--- src/rtl/frame_binarizer_pkg.sv ---
package frame_binarizer_pkg;

  // Quotient engine phases
  typedef enum logic [0:0] {
    QE_GATHER = 1'b0,
    QE_DRAIN  = 1'b1
  } qe_phase_t;

  // Halfway point between a low and a high value, truncated
  function automatic int unsigned mid_floor(input int unsigned lo, input int unsigned hi);
    return lo + ((hi - lo) >> 1);
  endfunction

endpackage

--- src/rtl/fb_min_track.sv ---
module fb_min_track #(
  parameter int PIX_W = 8
) (
  input  logic             clk,
  input  logic             rst,
  input  logic             take,
  input  logic             first,
  input  logic             last,
  input  logic [PIX_W-1:0] pix,
  output logic [PIX_W-1:0] frame_min
);
  localparam logic [PIX_W-1:0] PIX_MAX = {PIX_W{1'b1}};

  logic [PIX_W-1:0] run_min;
  logic [PIX_W-1:0] cand;

  // The first pixel of a frame restarts the search
  always_comb begin
    if (first)
      cand = pix;
    else if (pix < run_min)
      cand = pix;
    else
      cand = run_min;
  end

  always_ff @(posedge clk) begin
    if (rst) begin
      run_min   <= PIX_MAX;
      frame_min <= '0;
    end else if (take) begin
      if (last) begin
        frame_min <= cand;
        run_min   <= PIX_MAX;
      end else begin
        run_min <= cand;
      end
    end
  end
endmodule

--- src/rtl/fb_mean_div.sv ---
module fb_mean_div
  import frame_binarizer_pkg::*;
#(
  parameter int PIX_W        = 8,
  parameter int FRAME_PIXELS = 76800
) (
  input  logic             clk,
  input  logic             rst,
  input  logic             take,
  input  logic             first,
  input  logic             last,
  input  logic [PIX_W-1:0] pix,
  output logic             busy,
  output logic             done,
  output logic [PIX_W-1:0] mean
);
  localparam int CNT_W = $clog2(FRAME_PIXELS + 1);
  localparam int ACC_W = PIX_W + CNT_W;
  localparam logic [ACC_W-1:0] DIVISOR = ACC_W'(FRAME_PIXELS);

  qe_phase_t        phase;
  logic [ACC_W-1:0] acc;
  logic [PIX_W-1:0] quo;
  logic [ACC_W-1:0] base_acc;
  logic [PIX_W-1:0] base_quo;
  logic             can_sub;

  assign busy     = (phase == QE_DRAIN);
  assign base_acc = first ? '0 : acc;
  assign base_quo = first ? '0 : quo;
  assign can_sub  = (base_acc >= DIVISOR);

  always_ff @(posedge clk) begin
    if (rst) begin
      phase <= QE_GATHER;
      acc   <= '0;
      quo   <= '0;
      mean  <= '0;
      done  <= 1'b0;
    end else begin
      done <= 1'b0;
      if (phase == QE_DRAIN) begin
        if (acc >= DIVISOR) begin
          acc <= acc - DIVISOR;
          quo <= quo + PIX_W'(1);
        end else begin
          mean  <= quo;
          done  <= 1'b1;
          acc   <= '0;
          quo   <= '0;
          phase <= QE_GATHER;
        end
      end else if (take) begin
        // Add the pixel and take off one divisor if the sum allows it
        acc <= base_acc + {{(ACC_W-PIX_W){1'b0}}, pix} - (can_sub ? DIVISOR : '0);
        quo <= base_quo + (can_sub ? PIX_W'(1) : '0);
        if (last)
          phase <= QE_DRAIN;
      end
    end
  end
endmodule

--- src/rtl/fb_binarize.sv ---
module fb_binarize
  import frame_binarizer_pkg::*;
#(
  parameter int PIX_W = 8
) (
  input  logic             clk,
  input  logic             rst,
  input  logic             publish,
  input  logic [PIX_W-1:0] new_min,
  input  logic [PIX_W-1:0] new_mean,
  input  logic             take,
  input  logic [PIX_W-1:0] pix,
  output logic [PIX_W-1:0] stat_min,
  output logic [PIX_W-1:0] stat_mean,
  output logic [PIX_W-1:0] stat_thresh,
  output logic             stats_done,
  output logic             out_valid,
  output logic             out_bit
);
  logic [PIX_W-1:0] next_thr;

  assign next_thr = PIX_W'(mid_floor(int'(new_min), int'(new_mean)));

  always_ff @(posedge clk) begin
    if (rst) begin
      stat_min    <= '0;
      stat_mean   <= '0;
      stat_thresh <= '0;
      stats_done  <= 1'b0;
      out_valid   <= 1'b0;
      out_bit     <= 1'b0;
    end else begin
      stats_done <= publish;
      if (publish) begin
        stat_min    <= new_min;
        stat_mean   <= new_mean;
        stat_thresh <= next_thr;
      end
      out_valid <= take;
      out_bit   <= take && (pix < stat_thresh);
    end
  end
endmodule

--- src/rtl/frame_binarizer.sv ---
module frame_binarizer #(
  parameter int PIX_W        = 8,
  parameter int FRAME_PIXELS = 76800
) (
  input  logic             clk,
  input  logic             rst,
  input  logic             in_valid,
  output logic             in_ready,
  input  logic             in_sof,
  input  logic [PIX_W-1:0] in_pix,
  output logic             out_valid,
  output logic             out_bit,
  output logic [PIX_W-1:0] stat_min,
  output logic [PIX_W-1:0] stat_mean,
  output logic [PIX_W-1:0] stat_thresh,
  output logic             stats_done
);
  localparam int CNT_W = $clog2(FRAME_PIXELS + 1);
  localparam logic [CNT_W-1:0] LAST_IDX = CNT_W'(FRAME_PIXELS - 1);

  logic             take;
  logic             last;
  logic [CNT_W-1:0] pix_cnt;
  logic             div_busy;
  logic             div_done;
  logic [PIX_W-1:0] div_mean;
  logic [PIX_W-1:0] frame_min;

  // Stay closed while draining and for the publish cycle
  assign in_ready = !div_busy && !div_done;
  assign take     = in_valid && in_ready;
  assign last     = in_sof ? (FRAME_PIXELS == 1) : (pix_cnt == LAST_IDX);

  always_ff @(posedge clk) begin
    if (rst)
      pix_cnt <= '0;
    else if (take) begin
      if (last)
        pix_cnt <= '0;
      else if (in_sof)
        pix_cnt <= CNT_W'(1);
      else
        pix_cnt <= pix_cnt + CNT_W'(1);
    end
  end

  fb_min_track #(.PIX_W(PIX_W)) u_min (
    .clk       (clk),
    .rst       (rst),
    .take      (take),
    .first     (in_sof),
    .last      (last),
    .pix       (in_pix),
    .frame_min (frame_min)
  );

  fb_mean_div #(.PIX_W(PIX_W), .FRAME_PIXELS(FRAME_PIXELS)) u_div (
    .clk   (clk),
    .rst   (rst),
    .take  (take),
    .first (in_sof),
    .last  (last),
    .pix   (in_pix),
    .busy  (div_busy),
    .done  (div_done),
    .mean  (div_mean)
  );

  fb_binarize #(.PIX_W(PIX_W)) u_bin (
    .clk         (clk),
    .rst         (rst),
    .publish     (div_done),
    .new_min     (frame_min),
    .new_mean    (div_mean),
    .take        (take),
    .pix         (in_pix),
    .stat_min    (stat_min),
    .stat_mean   (stat_mean),
    .stat_thresh (stat_thresh),
    .stats_done  (stats_done),
    .out_valid   (out_valid),
    .out_bit     (out_bit)
  );
endmodule

--- config.mk ---
export PLATFORM = sky130hd
export DESIGN_NAME = frame_binarizer
export DESIGN_NICKNAME = d
export VERILOG_FILES = /design/src/rtl/frame_binarizer_pkg.sv /design/src/rtl/fb_min_track.sv /design/src/rtl/fb_mean_div.sv /design/src/rtl/fb_binarize.sv /design/src/rtl/frame_binarizer.sv
export SDC_FILE = /design/constraint.sdc
export NUM_CORES = 1
export LEC_CHECK = 0
export BUFFER_PORTS_ARGS = -buffer_cell sky130_fd_sc_hd__buf_2
export CORE_UTILIZATION = 30
export DETAILED_ROUTE_END_ITERATION = 8
export PLACE_DENSITY = 0.45
export SYNTH_ARGS = -nofsm -noshare
export SYNTH_HDL_FRONTEND = slang
export SYNTH_HIERARCHICAL = 1
export SYNTH_SLANG_ARGS = --single-unit
--- constraint.sdc ---
create_clock -name clk -period 10.51 [get_ports clk]
set_input_delay 1.5765 -clock clk [delete_from_list [all_inputs] [get_ports clk]]
set_output_delay 1.5765 -clock clk [all_outputs]
set_load 0.02 [all_outputs]
Yosys cells after proc, flatten, opt, wreduce, memory -nomap -nowiden. Index checks and enable logic that the tools add are counted. Widths: inputs -> output; s select.

Logic and storage cells: 59. Bits of input ports: 12. Flip-flop bits (word level): 103. Output and inout port bits: 28.

Reduce and logical (&&, ||, !) cells: 9. Equal/unequal tests: 1. $lt $le $gt $ge: 4. Bitwise operators: 2. $add $sub $neg: 8. Mux-type cells: 21.

Operators with widths (count): $mux 25 (4); $mux 8 (7); $mux 17 (3); $ge 25x17->1 const B (2); $add 25x8->25 (1); $sub 25x17->25 const B (1); $sub 25x25->25 (1); $add 17x1->17 const B (1); $eq 17x17->1 const B (1); $add 8x8->8 (2); $lt 8x8->1 (2); $sub 8x8->9 (1); $add 8x1->8 const B (1); $mux 1 (7); $reduce_and 2->1 (2); $logic_and 1x1->1 (3); $logic_not 1->1 (2); $not 1->1 (2); $reduce_bool 2->1 (1); $reduce_or 2->1 (1).

Logic depth before layout (Yosys ltp).
Depth in word-level cells: 6. Mapped depth: 17. Mapped depth without buffers: 14.

Hierarchy. Netlist, hierarchy kept.

By module, submodules not included: fb_mean_div (cells an instance 602, area an instance 4445.5 um2, seq. area each 860.8 um2, times used 1); fb_binarize (cells an instance 196, area an instance 1762.9 um2, seq. area each 540.5 um2, times used 1); frame_binarizer (cells an instance 122, area an instance 920.9 um2, seq. area each 340.3 um2, times used 1); fb_min_track (cells an instance 90, area an instance 858.3 um2, seq. area each 320.3 um2, times used 1).

Worst setup path before layout. Ideal clock, no wire load.

Kind: input port to flip-flop. Start point: input port in_sof. End point: register u_div.acc[22]. Stages: 16. Path buffers: 2. Setup time: 0.063 ns. Path slack: 5.359 ns. Required time: 10.447 ns. Data arrival time: 5.088 ns. Cells stage by stage: clkbuf_1 clkbuf_1 nand2b_1 ha_1 o21ai_0 nand2_1 nand2_1 a221oi_1 ha_1 ha_1 o21ai_0 a22oi_1 a211oi_1 a211oi_1 or4b_2 nand3_1.

Word-level cells in the longest chain between the ends: 6. Elaborated cells on any way between the ends: 7. Classes of those cells: add/sub: 2; order compare: 1; mux: 4.

RTL lines: start: declaration (RTL line frame_binarizer.sv:9) `input logic in_sof,`; $mux 25 * (RTL line fb_mean_div.sv:29) `assign base_acc = first ? '0 : acc;`; $ge 25x17->1 (RTL line fb_mean_div.sv:31) `assign can_sub = (base_acc >= DIVISOR);`; $mux 17 (RTL line fb_mean_div.sv:55) `acc <= base_acc + {{(ACC_W-PIX_W){1'b0}}, pix} - (can_sub ? DIVISOR : '0);`; $sub 25x25->25 * (RTL line fb_mean_div.sv:55); $mux 25 * (RTL line fb_mean_div.sv:53) `end else if (take) begin`; $mux 25 * (RTL line fb_mean_div.sv:42) `if (phase == QE_DRAIN) begin`; end signal: assignment (RTL line fb_mean_div.sv:44) `acc <= acc - DIVISOR;`; end signal: assignment (RTL line fb_mean_div.sv:55); end: declaration (RTL line fb_mean_div.sv:22) `logic [ACC_W-1:0] acc;`.

Mark *: on every way between the ends. The rest lies on a longest branch, timed or not. The select of a mux whose other input is x is not followed. A chain may end at the register's enable or synchronous reset.

Worst setup path after layout.
Start point: input port in_sof. End point: register u_div.acc[16].

The elaborated chain is that of the path after synthesis.

==> out/qor.txt <==
FILL cells: 2817
Hold_buf cts: 0
Pleak: 3.63 nW
Total global routing overflow: 0
RePlAce Congestion: 0.831
Chip height: 165 µm
CP Capture Point: u_div/acc[16]
Initial antenna violation count: 0
Synthesized area per cell: 7.91 µm²
Post-Synth Adder-Cell Area: 0.130
First-pass GRT wire length: 38300 µm
Kind of critical path: input port to register
Worst R2R Setup Slack: 6240 ps
TNS Setup: 0 ps
Fin crit share: 0.521
Asr flop ratio synth: 0
Combinational share of power: 0.450
DRC viols: 0
Finished Cell Area: 8750 µm²
Yosys warnings: 6
Unrepaired setup endpoints after global routing: false
Initial Util: 0.307
R2R Path Start: u_div/acc[13]
Main combinational cell family by area after synthesis: simple AND/OR/NAND/NOR gates
Std-Cell Rows: 59
Initial drt markers: 433
Power density over cell area: 173 nW/µm²
Post-synthesis compound-gate area fraction: 0.227
Sequential Power Share: 0.326
Antenna diode count: 0
Post-route setup slack: 5030 ps
Worst Hold Class: register to register
Cts bufs inserted: 9
Pre-CTS WS: 4650 ps
Largest net degree at the start of global routing: 49
Critical Path RT: 10790 ps
Yosys reg bits: 103
Unique masters post-synth: 87
Max Fclk: 0.182 GHz
I/O Buffers: 39
Fin. max-slew vios: 0
Switching power: 0.654 mW
Post-CTS setup buffer count: 0
Most used DFF post-synth: dfxtp_1
Multi-input logic area: 5420 µm²
Power Internal: 0.858 mW
Register Area: 2060 µm²
Clk slew on worst S/H paths: 80 ps
CTS sink count: 103
Clock Power Share: 0.224
Die area: 27300 µm²
Post-CTS Resized: 0
Synth Instances: 1010
Vias per Instance: 5.32
Max Fanout on Critical Path: 47
Half-perimeter wire length after placement: 17100 µm
Vias: 7266
Synth Area in Simple Gates: 0.245
All-Layer GR Usage: 0.181
Die Wd: 165 µm
Clock latency on the worst-skew pair: 360 ps
Xor and xnor area share after synthesis: 0.0263
Crit path top cell by count: ha_1
Multiplexer share of the synthesized area: 0.0501
Number of synthesized flops with an enable pin: 0
Worst Setup Start Kind: input port
H-tree Lvls: 3
CTS tree: built
Sw frac: 0.433
Fin Clk Skew: 13.3 ps
Wirelength per Cell: 17.2 µm
Commonest cells after routing, fill and taps aside: nor2_1, dfxtp_1, inv_1, ha_1, nand2_1
Detailed Route WL: 23500 µm
Clk Tree Root Cell: clkbuf_16
Fin Hold WS: 487 ps
Outcome: finished, final reports clean
Synth Cell Area: 7990 µm²
VDD IR-drop max: 0.0723 mV
CP endpoint kind: register
Max-Slew Margin vs Limit: 0.225
P&R area growth vs syn: 9.60%
Critical path's largest stage delay: 620 ps
Critical path's slowest cell: a221oi_1
CORE AREA: 26100 µm²
Net Count, Synth: 1104
Commonest non-fill, non-tap cell in the layout: nor2_1
Reg2Reg Depth: 14
Hold Crit Depth: 2
Final min period: 5480 ps
Final setup viols: 0
First-pass DRT Iterations: 7
CP startpoint: in_sof
Max-Cap Viols: 0
CTS Buffer Depth: 2
Worst-margin pin slew: 1160 ps
Vias in the first global route: 6849
Crit-path cells: buf_2 -> buf_4 -> nand2b_1 -> ha_1 -> o21ai_0 -> nand2_1 -> nand2_1 -> a221oi_1 -> ha_1 -> ha_1 -> and4b_1 -> nand3_1 -> a21oi_1 -> o21ai_0 -> or3_1 -> a31oi_1
Share of cells above drive strength 1: 0.0903
Worst R2R End: u_div/acc[16]
Layout Nets: 1119
CP arrival: 5760 ps
# IOs: 40
Sequential-to-total area share from yosys stat: 0.258
Area of placed instances: 8470 µm²
Routed Antenna Nets: 0
Final hold violations: 0
-- sequential cells by signal, indices dropped and copies added, names as in the netlist --
| name | count |
|---|---|
| u_div/acc | 25 |
| pix_cnt | 17 |
| u_bin/stat_mean | 8 |
| u_bin/stat_min | 8 |
| u_bin/stat_thresh | 8 |
| u_div/mean | 8 |
| u_div/quo | 8 |
| u_min/frame_min | 8 |
| u_min/run_min | 8 |
| u_bin/out_bit | 1 |
| u_bin/out_valid | 1 |
| u_bin/stats_done | 1 |
| u_div/busy | 1 |
| u_div/done | 1 |
-- kinds of logic after synthesis --
family,after synthesis
AO/OA/AOI/OAI,265
flip-flops,103
multiplexers,40
XOR/XNOR,24
adder cells (fa/ha/maj),82
AND/OR/NAND/NOR,369
buffers and inverters,127
-- worst max-delay path: cells and delay by family --
kind / cells / cell delay, ps
AO/OA/AOI/OAI: 5 / 1540
AND/OR/NAND/NOR: 6 / 1230
adder cells (fa/ha/maj): 3 / 910
buffers and inverters: 2 / 470
-- cells in the mapped netlist (7+ instances only) --
| library cell | number | share of area |
|---|---|---|
| o21a_1 | 8 | 0.0075 |
| a21o_1 | 16 | 0.015 |
| mux2i_1 | 40 | 0.050 |
| nand2_1 | 66 | 0.031 |
| clkbuf_1 | 29 | 0.014 |
| a22oi_1 | 12 | 0.011 |
| and3_1 | 7 | 0.0055 |
| nor2_1 | 110 | 0.052 |
| xor2_1 | 9 | 0.0099 |
| nor2b_1 | 16 | 0.013 |
| nand4_1 | 14 | 0.011 |
| buf_2 | 10 | 0.0063 |
| o21ai_0 | 41 | 0.026 |
| o211ai_1 | 21 | 0.020 |
| nand3b_1 | 7 | 0.0066 |
| nand3_1 | 28 | 0.018 |
| dfxtp_1 | 103 | 0.26 |
| a21oi_1 | 64 | 0.040 |
| xnor2_1 | 15 | 0.016 |
| inv_1 | 84 | 0.039 |
| a211oi_1 | 15 | 0.014 |
| a31oi_1 | 12 | 0.0094 |
| nand2b_1 | 29 | 0.023 |
| o21ai_1 | 12 | 0.0075 |
| nor3_1 | 27 | 0.017 |
| ha_1 | 80 | 0.13 |
| or3_1 | 13 | 0.010 |
| nor4_1 | 7 | 0.0055 |
-- worst min-delay path by stage --
stage / start / end / slack (ps)
4_1_cts: u_div/acc[6] / u_div/acc[6] / 490
5_1_grt: u_div/acc[2] / u_div/acc[2] / 510
3_3_place_gp: u_bin/stat_min[4] / u_bin/stat_min[4] / 470
6_report: u_div/acc[6] / u_div/acc[6] / 490
2_1_floorplan: u_div/acc[6] / u_div/acc[6] / 440
3_5_place_dp: u_bin/stat_min[3] / u_bin/stat_min[3] / 480
-- metrics by stage --
stage / total power, mW / instances / utilization
finish: 1.51 / 1365 / 0.336
floorplan: 0.989 / 1010 / -
CTS: 1.52 / 1365 / 0.336
global placement: 1.18 / 1349 / 0.325
global route: 1.63 / 1365 / 0.336
detailed placement: 1.17 / 1349 / 0.325
-- power groups by stage --
| stage | clock [mW] | combinational [mW] | sequential [mW] |
|---|---|---|---|
| after floorplan | 0 | 0.525 | 0.464 |
| after global placement | 0 | 0.676 | 0.502 |
| after detailed placement | 0 | 0.669 | 0.500 |
| after CTS | 0.353 | 0.674 | 0.491 |
| after global routing | 0.371 | 0.765 | 0.499 |
| final | 0.338 | 0.681 | 0.493 |
-- cell type report --
cell class	count	share of cell area
well taps	335	0.0479
multi-input cells	780	0.620
repair buffers	46	0.0286
clock inverters	6	0.00586
inverters	85	0.0364
flip-flops and latches	103	0.236
clock buffers	10	0.0262
-- routing by layer --
layer | wire length, µm | GRT usage
met1 | 12100 | 0.262
met2 | 10400 | 0.284
met4 | 288 | 0.0463
met5 | 0 | 0
met3 | 739 | 0.0160
No activity file was read; power rests on OpenSTA's default activity.
